$ cat src/rtl/lowpower_state_ctl.sv
module lowpower_state_ctl (
  input  logic       clk,
  input  logic       rst_n,
  input  logic       sleep_req,
  input  logic       stby_bit,
  input  logic       deep_bit,
  input  logic       irq_pending,
  output logic [1:0] pstate,
  output logic       cpu_stall,
  output logic       periph_sync,
  output logic       halt_timer,
  output logic       halt_serial,
  output logic       halt_perf,
  output logic       halt_dma,
  output logic       wake_pulse
);

  localparam logic [1:0] ST_RUN  = 2'd0;
  localparam logic [1:0] ST_NAP  = 2'd1;
  localparam logic [1:0] ST_DEEP = 2'd2;
  localparam logic [1:0] ST_STBY = 2'd3;

  logic [1:0] cur, nxt;
  logic       settled;
  logic       wake_q;

  always_comb begin
    nxt = cur;
    if (cur == ST_RUN) begin
      if (sleep_req) begin
        if (stby_bit)      nxt = ST_STBY;
        else if (deep_bit) nxt = ST_DEEP;
        else               nxt = ST_NAP;
      end
    end else if (irq_pending) begin
      nxt = ST_RUN;
    end
  end

  always_ff @(posedge clk or negedge rst_n) begin
    if (!rst_n) begin
      cur     <= ST_RUN;
      settled <= 1'b0;
      wake_q  <= 1'b0;
    end else begin
      cur     <= nxt;
      settled <= (cur == ST_STBY) && (nxt == ST_STBY);
      wake_q  <= (cur != ST_RUN) && irq_pending;
    end
  end

  logic grp_halt;
  assign grp_halt    = (cur == ST_STBY) && settled;
  assign pstate      = cur;
  assign cpu_stall   = (cur != ST_RUN);
  assign periph_sync = (cur == ST_STBY) && !settled;
  assign halt_timer  = grp_halt;
  assign halt_serial = grp_halt;
  assign halt_perf   = grp_halt;
  assign halt_dma    = grp_halt || (cur == ST_DEEP);
  assign wake_pulse  = wake_q;


  stby_pick_chk: assert property (@(posedge clk) disable iff (!rst_n)
    (pstate == ST_RUN && sleep_req && stby_bit) |=> (pstate == ST_STBY));


  deep_pick_chk: assert property (@(posedge clk) disable iff (!rst_n)
    (pstate == ST_RUN && sleep_req && !stby_bit && deep_bit) |=> (pstate == ST_DEEP));


  sync_first_chk: assert property (@(posedge clk) disable iff (!rst_n)
    $rose(halt_timer) |-> $past(periph_sync));


  wake_chk: assert property (@(posedge clk) disable iff (!rst_n)
    (pstate != ST_RUN && irq_pending) |=> (pstate == ST_RUN && wake_pulse));


  wake_single_chk: assert property (@(posedge clk) disable iff (!rst_n)
    wake_pulse |=> !wake_pulse);


  run_irq_chk: assert property (@(posedge clk) disable iff (!rst_n)
    (pstate == ST_RUN && !sleep_req) |=> (pstate == ST_RUN && !wake_pulse));


  asleep_hold_chk: assert property (@(posedge clk) disable iff (!rst_n)
    (pstate != ST_RUN && !irq_pending) |=> $stable(pstate));

endmodule

$ cat config.mk
export PLATFORM = sky130hd
export DESIGN_NAME = lowpower_state_ctl
export DESIGN_NICKNAME = d
export VERILOG_FILES = /design/src/rtl/lowpower_state_ctl.sv
export SDC_FILE = /design/constraint.sdc
export NUM_CORES = 1
export LEC_CHECK = 0
export BUFFER_PORTS_ARGS = -buffer_cell sky130_fd_sc_hd__buf_4
export CORE_AREA = 4 4 41 43
export CTS_CLUSTER_SIZE = 30
export DETAILED_ROUTE_END_ITERATION = 6
export DIE_AREA = 0 0 45 47
export GPL_ROUTABILITY_DRIVEN = 0
export HOLD_SLACK_MARGIN = 0.08
export PLACE_DENSITY_LB_ADDON = 0.08
export SYNTH_ARGS = -nofsm -noshare
export SYNTH_HDL_FRONTEND = slang
export SYNTH_SLANG_ARGS = --single-unit
$ cat constraint.sdc
create_clock -name clk -period 0.9 [get_ports clk]
set_input_delay 0.18 -clock clk [delete_from_list [all_inputs] [get_ports clk]]
set_output_delay 0.18 -clock clk [all_outputs]
set_load 0.01 [all_outputs]
-- After elaboration in Yosys (flattened, before gate mapping)
Cells that the tools add are included.
- register bits: 4
- output and inout port bits: 9
- input bits: 6
- logic and storage cells: 19
- eq/ne operators: 3
- multiplexer cells: 5
- reduce and logical (&&, ||, !) cells: 8
- operator list (operator ; count):
    $mux 2 ; 5
    $eq 2x2->1 const B ; 3
    $logic_and 1x1->1 ; 4
    $logic_not 2->1 ; 1
    $reduce_bool 2->1 ; 1
    $logic_not 1->1 ; 1
    $logic_or 1x1->1 ; 1

-- Depth between registers and ports, before layout
- depth after elaboration: 6
- depth in mapped cells: 3
- gate-level depth less buffers: 2

-- Least setup slack after synthesis
OpenSTA, ideal clock, no wires.
- path type: flip-flop to output port
- from: register cur[1] (netlist: pstate[1])
- to: output port halt_serial
- stages on the path, launching flop included: 4
- path buffers: 1
- data required time: 0.720 ns
- arrival: 0.928 ns
- path slack: -0.208 ns
- path through: dfrtp_1 -> nand2_1 -> nor2_1 -> buf_4
- longest elaborated chain between the ends: 2
- ends and longest elaborated chain (element ; line ; source):
    start: declaration ; 23 ; logic [1:0] cur, nxt;
    start signal: assignment ; 46 ; cur <= nxt;
    $eq 2x2->1 ; 53 ; assign grp_halt = (cur == ST_STBY) && settled;
    $logic_and 1x1->1 ; 53 ;
    end: declaration ; 12 ; output logic halt_serial,
Every way passes these cells.

-- Worst setup path in the final report
- from: register cur[1] (netlist: pstate[1])
- to: output port cpu_stall
- longest elaborated chain between the ends: 1
- ends and longest elaborated chain (element ; line ; source):
    $reduce_bool 2->1 ; 55 ; assign cpu_stall = (cur != ST_RUN);
    end: declaration ; 9 ; output logic cpu_stall,
Every way passes these cells.

==> summary.txt <==
Drt
  • Highest routed layer: met3
  • Met3 wire len: 59 um
  • Total Wirelength: 561 um
  • Average wire per standard cell: 10.02 um
  • DRC violations left: 0
  • Number of routed nets with antenna violations: 0
  • Via count: 209
  • DRT iter0 DRCs: 2
  • Met1 wire length: 221 um
  • WL met2: 280 um
  • Vias per cell: 3.732
  • Initial DRT Pass Iterations: 2

Power and ir drop
  • Cell Int Power: 0.0006079 W
  • Comb pwr share: 43.2%
  • Switching portion of total power: 30.34%
  • Worst VDD drop: 0.001032 V
  • Sequential power share: 31.5%
  • Pwr/cell area: 2095 mW/mm^2
  • Clock share of power: 25.3%
  • Pleak: 0.2105 nW
  • Net Switching: 0.0002648 W

Critical path
  • Flop-to-flop setup slack: -40 ps
  • CP Capture Type: primary output
  • Critical path class: reg2out
  • Setup crit start kind: register
  • Worst path cell trace: nor2_2 -> inv_1 -> buf_6
  • Worst r2r dst: pstate[0]$_DFF_PN0_
  • Reg-to-Reg Start: pstate[1]$_DFF_PN0_
  • Buf/Inv on CP: 2
  • FF-to-FF path depth: 3
  • CP max stage delay: 440 ps
  • Slowest CP cell: dfrtp_2
  • Worst Path Required: 720 ps
  • CP Data Arrival Time: 990 ps
  • Critical path fanouts, max: 5
  • Top delay family on crit path: flip-flops

Timing
  • Sum Neg Setup Slack: -2027 ps
  • Worst-Margin Slew: 151.9 ps
  • Slew Limit Fails: 0
  • Setup violators final: 10
  • Hold WS: 100.9 ps
  • Minimum clock period: 1168 ps
  • Fin crit share: 129.8%
  • Hold Vio Cnt, Final: 0
  • Final worst slack: -268.0 ps
  • F_max: 0.8562 GHz
  • Clk_skew: 2.724 ps
  • RSZ-0062 raised after global routing: true
  • Worst slew margin: 89.87%

Placed design
  • Placed Area: 337.8 um^2
  • Port Buffer Count: 14
  • Post-DP HPWL: 459.1 um
  • Place WS: -113.0 ps

Clock network
  • CTS root buffer: clkbuf_4
  • CTS Sinks: 4
  • Longest Clk Path Bufs: 2
  • Number of buffers created by CTS: 3
  • Worst-skew pair later-pin latency: 230 ps
  • CTS tree: done
  • H-tree levels: 1
  • Reg clk slew, reported paths: 40 ps

Status
  • Failing checks: negative setup slack
  • Status: complete, but fails checks

Min path
  • Hold wc startpoint: irq_pending
  • Min-Delay Path Class: in2reg
  • Hold Path Cell Cnt: 2
  • Hold path endpoint: settled$_DFF_PN0_

Yosys
  • Avg Cell Area, Syn: 9.447 um^2
  • Top area cells in the synthesized netlist: dfrtp_1 (53%), a32o_1 (11%), nor2_1 (9.9%), buf_4 (7.9%), inv_1 (6.0%)
  • Register bit total from synthesis: 4
  • Mapped Area: 188.9 um^2
  • Synth top area share: 52.98%
  • Number of synthesized flops with an enable pin: 0
  • Post-synthesis cell count: 20
  • Post-Syn Nets: 26
  • Yosys cell types: 9
  • Register area share after synthesis: 52.98%
  • Prevailing post-synth register cell: dfrtp_1
  • Leading area contributor after synthesis: dfrtp_1
  • Cell with the most instances after synthesis: nor2_1
  • Commonest cells post-synth: nor2_1 (5), dfrtp_1 (4), inv_1 (3), a32o_1 (2), buf_4 (2)
  • Synth warn: 0
  • Fraction of registers with async set or reset after synthesis: 100.0%

Global routing
  • Largest net degree at the start of global routing: 6
  • First-pass GRT wire length: 924 um
  • Vias in the first global route: 232
  • GRT Overall Usage: 6.730%
  • Grt total ovfl: 0
  • Initial antenna violation count: 0

Cells and area
  • Diodes inserted: 0
  • Finished Core Util: 32.02%
  • Fillcell total: 146
  • Multi-input gate area: 86.33 um^2
  • Final instance area: 416.7 um^2
  • Nets: 49
  • Area Growth Syn to Fin: 120.5%
  • Share of layout cells above drive strength 1: 70.73%
  • Register area: 102.6 um^2

Floorplan
  • DIE AREA: 0.002115 mm^2
  • Core area: 0.001301 mm^2
  • Die Width: 45 um
  • Die height: 47 um
  • Starting Density: 14.52%
  • Top Ports: 15
  • FP Rows: 13

Job
  • MaxCap Viol Count: 0
[registers in the layout, summed over array words and instances, names as in the netlist]
| signal | count |
|---|---|
| settled | 1 |
| wake_pulse | 1 |
| pstate | 2 |
[kinds of logic (layout without fill, tap and decap cells)]
logic type,count (synthesis),after routing,synth area share (%)
buffers and inverters,5,26,13.90
AOI/OAI and AO/OA,3,3,14.57
DFF,4,4,52.98
and+or+nand+nor,8,8,18.55
[power by group through the flow]
stage	Sequential (W)	Clock, W	Combinational, W
3_5_place_dp	0.000255	0	0.000320
3_3_place_gp	0.000252	0	0.000317
5_1_grt	0.000281	0.000259	0.000404
4_1_cts	0.000268	0.000236	0.000374
6_report	0.000275	0.000221	0.000377
2_1_floorplan	0.000263	0	0.0000966
[layout make-up]
class | count | area share [%]
Multi-Input combinational cell | 11 | 20.72
Inverter | 3 | 2.703
Tap cell | 15 | 4.505
Sequential cell | 4 | 24.62
Timing Repair Buffer | 20 | 42.04
Clock buffer | 3 | 5.405
[through the flow]
step,std cells,total power (W)
floorplan,20,0.0003592
detailed placement,51,0.0005745
CTS,56,0.0008777
global route,56,0.0009441
global placement,51,0.0005693
finish,56,0.0008727
[worst max-delay path by stage]
| stage | start | end | slack, ps | cells after the start |
|---|---|---|---|---|
| floorplan | pstate[1]$_DFF_PN0_ | halt_serial | -70 | 3 |
| global placement | pstate[0]$_DFF_PN0_ | pstate[0]$_DFF_PN0_ | -90 | 3 |
| detailed placement | pstate[0]$_DFF_PN0_ | pstate[0]$_DFF_PN0_ | -110 | 3 |
| CTS | pstate[0]$_DFF_PN0_ | halt_serial | -280 | 3 |
| global route | pstate[1]$_DFF_PN0_ | cpu_stall | -320 | 3 |
| finish | pstate[1]$_DFF_PN0_ | cpu_stall | -270 | 3 |
[worst reg2reg max path, cell delays in order (launching register included)]
cell	delay, ps
dfrtp_2	420
nor2_2	70
buf_4	140
a32o_1	200
[placed cells by master (no fill, tap or decap)]
cell type,Yosys,routed
dfrtp_2,0,2
inv_1,3,3
dfrtp_1,4,2
nand2b_1,1,1
buf_4,2,13
dlygate4sd3_1,0,1
a21boi_2,0,1
clkbuf_4,0,3
a32o_1,2,2
nand2_4,0,1
nor2_2,0,2
nor2_4,0,1
or2_0,1,1
nor2_1,5,2
buf_6,0,6
[layer usage]
metal / track usage [%] / vias up
li1: - / 106
met1: 5.492 / 94
met3: 7.280 / 0
met2: 11.86 / 9
met5: 0 / -
met4: 0 / 0
[timing repair]
item                                    in CTS  in global routing
buffers inserted                             2                  0
gates cloned                                 0                  0
pin swaps                                    4                  0
resized for setup                            9                  4
hold buffers                                 1                  0
endpoints found under the hold margin        4                  0
endpoints found under the setup margin      11                 11
No activity file was read; power rests on OpenSTA's default activity.
